**config.mk**
```make
export PLATFORM = sky130hd
export DESIGN_NAME = dma_engine
export DESIGN_NICKNAME = d
export VERILOG_FILES = /design/src/rtl/dma_pkg.sv /design/src/rtl/dma_regfile.sv /design/src/rtl/dma_fsm.sv /design/src/rtl/dma_holdreg.sv /design/src/rtl/dma_engine.sv
export SDC_FILE = /design/constraint.sdc
export NUM_CORES = 1
export LEC_CHECK = 0
export BUFFER_PORTS_ARGS = -buffer_cell sky130_fd_sc_hd__buf_2
export CAP_MARGIN = 10
export CORE_ASPECT_RATIO = 0.8
export CORE_UTILIZATION = 46
export CTS_CLUSTER_DIAMETER = 100
export CTS_CLUSTER_SIZE = 25
export DETAILED_ROUTE_END_ITERATION = 8
export PLACE_DENSITY = 0.85
export REMOVE_ABC_BUFFERS = 1
export SLEW_MARGIN = 20
export SYNTH_ARGS = -nofsm -noshare
export SYNTH_HDL_FRONTEND = slang
export SYNTH_SLANG_ARGS = --single-unit
```
**constraint.sdc**
```tcl
create_clock -name clk -period 2.5 [get_ports clk]
set_input_delay 0.125 -clock clk [delete_from_list [all_inputs] [get_ports clk]]
set_output_delay 0.125 -clock clk [all_outputs]
set_load 0.01 [all_outputs]
```
**src/rtl/dma_pkg.sv**
```systemverilog
package dma_pkg;

    typedef enum logic [2:0] {
        ST_IDLE,
        ST_FETCH,
        ST_ACQUIRE,
        ST_WRITE,
        ST_READ,
        ST_LATCH,
        ST_SEND
    } xfer_state_e;

    localparam int SEL_W = 2;
    localparam logic [SEL_W-1:0] SEL_ADDR  = 2'd0;
    localparam logic [SEL_W-1:0] SEL_COUNT = 2'd1;
    localparam logic [SEL_W-1:0] SEL_PORT  = 2'd2;
    localparam logic [SEL_W-1:0] SEL_CTRL  = 2'd3;

    localparam int BIT_GO    = 0;
    localparam int BIT_TODEV = 1;
    localparam int BIT_BURST = 2;
    localparam int BIT_ACK   = 3;

endpackage

```
**src/rtl/dma_regfile.sv**
```systemverilog
module dma_regfile
    import dma_pkg::*;
#(
    parameter int AW = 16,
    parameter int CW = 16,
    parameter int PW = 8,
    parameter int DW = 32
) (
    input  logic             clk,
    input  logic             rst_n,
    input  logic             reg_wr,
    input  logic [SEL_W-1:0] reg_sel,
    input  logic [DW-1:0]    reg_wdata,
    output logic [DW-1:0]    reg_rdata,
    input  logic             busy,
    input  logic             step,
    input  logic             finish,
    output logic [AW-1:0]    cur_addr,
    output logic [CW-1:0]    cur_cnt,
    output logic [PW-1:0]    port,
    output logic             cfg_dir,
    output logic             cfg_burst,
    output logic             start_go,
    output logic             start_dir,
    output logic             done
);

    logic ctrl_wr;
    logic cfg_wr;

    assign ctrl_wr   = reg_wr && (reg_sel == SEL_CTRL);
    assign cfg_wr    = reg_wr && !busy;
    assign start_go  = ctrl_wr && !busy && reg_wdata[BIT_GO];
    assign start_dir = reg_wdata[BIT_TODEV];

    always_ff @(posedge clk) begin
        if (!rst_n) begin
            cur_addr  <= '0;
            cur_cnt   <= '0;
            port      <= '0;
            cfg_dir   <= 1'b0;
            cfg_burst <= 1'b0;
            done      <= 1'b0;
        end else begin
            if (step) begin
                cur_addr <= cur_addr + AW'(1);
                cur_cnt  <= cur_cnt - CW'(1);
            end else if (cfg_wr) begin
                unique case (reg_sel)
                    SEL_ADDR:  cur_addr <= reg_wdata[AW-1:0];
                    SEL_COUNT: cur_cnt  <= reg_wdata[CW-1:0];
                    SEL_PORT:  port     <= reg_wdata[PW-1:0];
                    SEL_CTRL: begin
                        cfg_dir   <= reg_wdata[BIT_TODEV];
                        cfg_burst <= reg_wdata[BIT_BURST];
                    end
                    default: ;
                endcase
            end
            if (finish) begin
                done <= 1'b1;
            end else if (ctrl_wr && reg_wdata[BIT_ACK]) begin
                done <= 1'b0;
            end
        end
    end

    always_comb begin
        reg_rdata = '0;
        unique case (reg_sel)
            SEL_ADDR:  reg_rdata[AW-1:0] = cur_addr;
            SEL_COUNT: reg_rdata[CW-1:0] = cur_cnt;
            SEL_PORT:  reg_rdata[PW-1:0] = port;
            SEL_CTRL: begin
                reg_rdata[BIT_GO]    = busy;
                reg_rdata[BIT_TODEV] = cfg_dir;
                reg_rdata[BIT_BURST] = cfg_burst;
                reg_rdata[BIT_ACK]   = done;
            end
            default: ;
        endcase
    end

endmodule

```
**src/rtl/dma_fsm.sv**
```systemverilog
module dma_fsm
    import dma_pkg::*;
#(
    parameter int CW = 16
) (
    input  logic          clk,
    input  logic          rst_n,
    input  logic          start_go,
    input  logic          start_dir,
    input  logic          cfg_dir,
    input  logic          cfg_burst,
    input  logic [CW-1:0] cur_cnt,
    input  logic          bus_gnt,
    input  logic          dev_rx_valid,
    input  logic          dev_tx_ready,
    output logic          busy,
    output logic          bus_req,
    output logic          mem_en,
    output logic          mem_we,
    output logic          dev_rx_ready,
    output logic          dev_tx_valid,
    output logic          load_dev,
    output logic          load_mem,
    output logic          step,
    output logic          finish
);

    xfer_state_e state, state_nx;
    logic        cnt_zero;
    logic        cnt_last;

    assign cnt_zero = (cur_cnt == '0);
    assign cnt_last = (cur_cnt == CW'(1));

    always_ff @(posedge clk) begin
        if (!rst_n) begin
            state <= ST_IDLE;
        end else begin
            state <= state_nx;
        end
    end

    always_comb begin
        state_nx = state;
        unique case (state)
            ST_IDLE: begin
                if (start_go && !cnt_zero) begin
                    state_nx = start_dir ? ST_ACQUIRE : ST_FETCH;
                end
            end
            ST_FETCH: begin
                if (dev_rx_valid) state_nx = ST_ACQUIRE;
            end
            ST_ACQUIRE: begin
                if (bus_gnt) state_nx = cfg_dir ? ST_READ : ST_WRITE;
            end
            ST_WRITE: state_nx = cnt_last ? ST_IDLE : ST_FETCH;
            ST_READ:  state_nx = ST_LATCH;
            ST_LATCH: state_nx = ST_SEND;
            ST_SEND: begin
                if (dev_tx_ready) state_nx = cnt_zero ? ST_IDLE : ST_ACQUIRE;
            end
            default: state_nx = ST_IDLE;
        endcase
    end

    always_comb begin
        busy         = (state != ST_IDLE);
        bus_req      = 1'b0;
        mem_en       = 1'b0;
        mem_we       = 1'b0;
        dev_rx_ready = 1'b0;
        dev_tx_valid = 1'b0;
        load_dev     = 1'b0;
        load_mem     = 1'b0;
        step         = 1'b0;
        finish       = 1'b0;
        unique case (state)
            ST_IDLE: begin
                finish = start_go && cnt_zero;
            end
            ST_FETCH: begin
                bus_req      = cfg_burst;
                dev_rx_ready = 1'b1;
                load_dev     = dev_rx_valid;
            end
            ST_ACQUIRE: begin
                bus_req = 1'b1;
            end
            ST_WRITE: begin
                bus_req = 1'b1;
                mem_en  = 1'b1;
                mem_we  = 1'b1;
                step    = 1'b1;
                finish  = cnt_last;
            end
            ST_READ: begin
                bus_req = 1'b1;
                mem_en  = 1'b1;
                step    = 1'b1;
            end
            ST_LATCH: begin
                bus_req  = 1'b1;
                load_mem = 1'b1;
            end
            ST_SEND: begin
                bus_req      = cfg_burst;
                dev_tx_valid = 1'b1;
                finish       = dev_tx_ready && cnt_zero;
            end
            default: ;
        endcase
    end

endmodule

```
**src/rtl/dma_holdreg.sv**
```systemverilog
module dma_holdreg #(
    parameter int DW = 32
) (
    input  logic          clk,
    input  logic          rst_n,
    input  logic          load_dev,
    input  logic [DW-1:0] dev_data,
    input  logic          load_mem,
    input  logic [DW-1:0] mem_data,
    output logic [DW-1:0] q
);

    always_ff @(posedge clk) begin
        if (!rst_n) begin
            q <= '0;
        end else if (load_dev) begin
            q <= dev_data;
        end else if (load_mem) begin
            q <= mem_data;
        end
    end

endmodule

```
**src/rtl/dma_engine.sv**
```systemverilog
module dma_engine
    import dma_pkg::*;
#(
    parameter int AW = 16,
    parameter int CW = 16,
    parameter int PW = 8,
    parameter int DW = 32
) (
    input  logic             clk,
    input  logic             rst_n,
    input  logic             reg_wr,
    input  logic [SEL_W-1:0] reg_sel,
    input  logic [DW-1:0]    reg_wdata,
    output logic [DW-1:0]    reg_rdata,
    output logic             bus_req,
    input  logic             bus_gnt,
    output logic             mem_en,
    output logic             mem_we,
    output logic [AW-1:0]    mem_addr,
    output logic [DW-1:0]    mem_wdata,
    input  logic [DW-1:0]    mem_rdata,
    output logic [PW-1:0]    dev_port,
    input  logic             dev_rx_valid,
    output logic             dev_rx_ready,
    input  logic [DW-1:0]    dev_rx_data,
    output logic             dev_tx_valid,
    input  logic             dev_tx_ready,
    output logic [DW-1:0]    dev_tx_data,
    output logic             irq
);

    logic [AW-1:0] cur_addr;
    logic [CW-1:0] cur_cnt;
    logic          cfg_dir;
    logic          cfg_burst;
    logic          start_go;
    logic          start_dir;
    logic          busy;
    logic          step;
    logic          finish;
    logic          load_dev;
    logic          load_mem;
    logic [DW-1:0] hold_q;

    dma_regfile #(.AW(AW), .CW(CW), .PW(PW), .DW(DW)) u_regs (
        .clk       (clk),
        .rst_n     (rst_n),
        .reg_wr    (reg_wr),
        .reg_sel   (reg_sel),
        .reg_wdata (reg_wdata),
        .reg_rdata (reg_rdata),
        .busy      (busy),
        .step      (step),
        .finish    (finish),
        .cur_addr  (cur_addr),
        .cur_cnt   (cur_cnt),
        .port      (dev_port),
        .cfg_dir   (cfg_dir),
        .cfg_burst (cfg_burst),
        .start_go  (start_go),
        .start_dir (start_dir),
        .done      (irq)
    );

    dma_fsm #(.CW(CW)) u_fsm (
        .clk          (clk),
        .rst_n        (rst_n),
        .start_go     (start_go),
        .start_dir    (start_dir),
        .cfg_dir      (cfg_dir),
        .cfg_burst    (cfg_burst),
        .cur_cnt      (cur_cnt),
        .bus_gnt      (bus_gnt),
        .dev_rx_valid (dev_rx_valid),
        .dev_tx_ready (dev_tx_ready),
        .busy         (busy),
        .bus_req      (bus_req),
        .mem_en       (mem_en),
        .mem_we       (mem_we),
        .dev_rx_ready (dev_rx_ready),
        .dev_tx_valid (dev_tx_valid),
        .load_dev     (load_dev),
        .load_mem     (load_mem),
        .step         (step),
        .finish       (finish)
    );

    dma_holdreg #(.DW(DW)) u_hold (
        .clk      (clk),
        .rst_n    (rst_n),
        .load_dev (load_dev),
        .dev_data (dev_rx_data),
        .load_mem (load_mem),
        .mem_data (mem_rdata),
        .q        (hold_q)
    );

    assign mem_addr    = cur_addr;
    assign mem_wdata   = hold_q;
    assign dev_tx_data = hold_q;

    logic unused_wdata_bits;
    assign unused_wdata_bits = ^reg_wdata;

endmodule

```
==> run_results.csv <==
group,metric,value,unit
synthesis,ys_top_cells_by_area,"dfxtp_1, buf_4, a21oi_1",
placement,place_ws,0.266,ns
sta,worstMarginPinSlew,0.719,ns
placement,io_buffers,197,
setup_path,path_class,"flip-flop to flip-flop",
pwr,p_leak,2.54,nW
floorplan,design.die.area,10100,um^2
synthesis,synth_top_area_share,35.1,%
floorplan,io_pins,230,
pwr,p_per_area,569,nW/um^2
run_status,status,"finished with violations",
sta,finalHoldViolCount,0,
setup_path,worstPathRequired,2.74,ns
cells_and_area,diodes,0,
sta,slew_headroom,51.9,%
global_routing,grt_pass1_wl,23.4,mm
detailed_routing,wire_per_inst,18.5,um
pwr,peakVddDrop,0.000377,V
sta,rsz0062_at_grt,"no",
detailed_routing,drt_iter0_markers,463,
cells_and_area,stdcell_count,823,
synthesis,synth_area,4450,um^2
setup_path,path_buf_inv,1,
floorplan,design.core.area,9230,um^2
run,cap_violations,0,
pwr,power.total,0.00317,W
setup_path,cp.arrival,2.52,ns
hold_path,hold_path.class,"input pin to flip-flop",
clock_network,tritoncts,"built",
cells_and_area,nets,810,
sta,setup_violations,0,
setup_path,rr_worst_depth,6,
synthesis,synth_cell_types,59,
synthesis,yosys.area_share.simple,20.3,%
sta,fin_crit_sh,91.0,%
clock_network,post_cts_resized,0,
synthesis,synth-compound-area-share,24.2,%
detailed_routing,drt_wl_total,15.2,mm
clock_network,clk_latency,0.34,ns
synthesis,synth-edff-count,0,
setup_path,critPathMaxFanout,23,
clock_network,cts_max_path_buffers,2,
cells_and_area,drive_gt1_share,34.6,%
clock_network,ctsHoldBuffers,0,
clock_network,cts_inserted_buffers,9,
global_routing,grt_overflow,0,
synthesis,synth_top_family_by_area,"compound AO/OA/AOI/OAI gates",
setup_path,crit_start,"u_fsm.state[1]",
synthesis,ys.flop_type,"dfxtp_1",
placement,placedCellCount,807,
synthesis,yosys_warnings,0,
sta,skew,0.0104,ns
detailed_routing,dr.pass1.iters,9,
global_routing,grt_start_max_net_pins,37,
clock_network,numClockSinks,78,
floorplan,start_util,48.2,%
synthesis,synth_seq_cells,78,
placement,dp_hpwl,11.5,mm
sta,timing.setup.tns,0,ns
setup_path,critical_path.top_delay_family,"simple AND/OR/NAND/NOR gates",
run_status,violations,"DRC",
sta,worst_slack,0.224,ns
synthesis,syn_inst,552,
synthesis,async_flop_share,0,%
synthesis,synthXorXnorAreaFrac,0.197,%
detailed_routing,via_per_inst,5.97,
detailed_routing,antenna_left,0,
setup_path,cp_cell_sequence,"and3b_1, nor2_1, buf_12, nor3_1, a211oi_1, a311oi_1",
floorplan,die_w,112,um
detailed_routing,num_vias,4910,
setup_path,r2r_start,"u_fsm.state[1]",
floorplan,fp-row-count,31,
hold_path,whs_path_depth,3,
synthesis,ys_seq_area_share,35.1,%
sta,fmax,0.439,GHz
global_routing,grt.total_usage,29.6,%
hold_path,min-delay-start,"reg_wdata[8]",
setup_path,cp.depth,6,
floorplan,fp.dieH,89.9,um
clock_network,cts_setup_buffers,0,
sta,whs,0.0590,ns
cells_and_area,area_growth,25.3,%
setup_path,startpoint_type,"flip-flop",
clock_network,cts-root-buf,"clkbuf_16",
global_routing,antenna_found_initial,0,
placement,gp_congestion,0.976,
setup_path,slowest_delay,0.59,ns
synthesis,avgSynthCellArea,8.05,um^2
clock_network,htree_levels,3,
synthesis,synthAdderAreaFrac,0.844,%
sta,fin_crit,2.28,ns
detailed_routing,drc_errors,6,
global_routing,grt_pass1_vias,4426,
synthesis,synth_mux_area_share,7.21,%
setup_path,crit_slowest_cell,"dfxtp_1",
synthesis,synth.largest_area_cell,"dfxtp_1",
setup_path,endpoint_kind,"flip-flop",
clock_network,clk_pin_slew_worst_paths,0.07,ns
sta,slew_violations,0,
cell usage in the layout, fill, tap and decap left out, drive strengths merged, types with 5 or more instances in the layout:
master  count
a21oi      56
nor3       13
a211oi      8
and3        5
inv         7
a31oi      14
nand2      68
buf       211
conb       16
nor2       40
dfxtp      78
o211ai      5
mux2i      23
o21ai      25
nand3      14
nand4       6
a22oi      35
clkbuf     14
or3         7
area by class of cell:
class,count,area [um^2]
fill,827,3660
multi-input combinational,396,2410
sequential,78,1560
timing repair buffer,211,1120
clock buffer,14,274
tap,115,144
clock inverter,2,38.8
inverter,7,26.3
layer usage:
layer,track usage [%],part of all wire [%]
met4,13.0,4.1
met2,46.4,46
met1,39.2,40
met5,0,0
met3,6.61,9.1
cell families (layout without fill, tap and decap cells):
kind of cell,Yosys count,count (layout)
other,1,16
buffers and inverters,93,234
adder cells (fa/ha/maj),3,3
multiplexers,27,27
AND/OR/NAND/NOR,180,180
XOR/XNOR,1,1
flip-flops,78,78
AO/OA/AOI/OAI,169,169
report_power, final:
part	internal (W)	leakage, nW	switching, W
combinational	0.000199	1.76	0.000271
sequential	0.00128	0.632	0.0000568
clock	0.000858	0.153	0.000498
state kept, by name (all words and copies together) (netlist names):
signal	flops
u_regs.cur_cnt	16
u_fsm.state	3
u_regs.port	8
u_regs.cfg_dir	1
u_hold.q	32
u_regs.cur_addr	16
u_regs.done	1
u_regs.cfg_burst	1
per-stage QoR:
stage	cell area, um^2	utilization (%)
4_1_cts	5570	60.3
3_3_place_gp	5250	56.9
3_5_place_dp	5250	56.9
5_1_grt	5570	60.3
6_report	5570	60.3
2_1_floorplan	3990	-
Yosys cell counts (2+ instances only):
master,number
a211oi_1,8
a21oi_1,56
a221oi_1,3
a22oi_1,35
a2bb2oi_1,4
a311oi_1,2
a31oi_1,14
a32oi_1,2
and2_1,3
and3_1,5
buf_1,2
buf_2,7
buf_4,48
clkbuf_1,29
dfxtp_1,78
ha_1,3
inv_1,6
mux2i_1,23
mux4_2,4
nand2_1,68
nand2b_1,2
nand3_1,14
nand4_1,6
nor2_1,40
nor2b_1,4
nor3_1,11
nor3_2,2
nor4_1,3
o211ai_1,5
o21a_1,3
o21ai_0,25
o22ai_1,2
o311ai_0,3
or3_1,5
or3_2,2
or4_4,2
worst paths after layout:
path         slack (ns)           endpoint
max                0.22  u_regs.cur_cnt[7]
min                0.06  u_regs.cur_cnt[8]
max reg2reg        0.22  u_regs.cur_cnt[7]
min reg2reg        0.47        u_hold.q[3]
tightest hold or removal path: cells and delay by family:
kind,cells,cell delay [ns]
buffers and inverters,1,0.11
AOI/OAI and AO/OA,1,0.06
and+or+nand+nor,1,0.05
(Power assumes the default switching activity.)
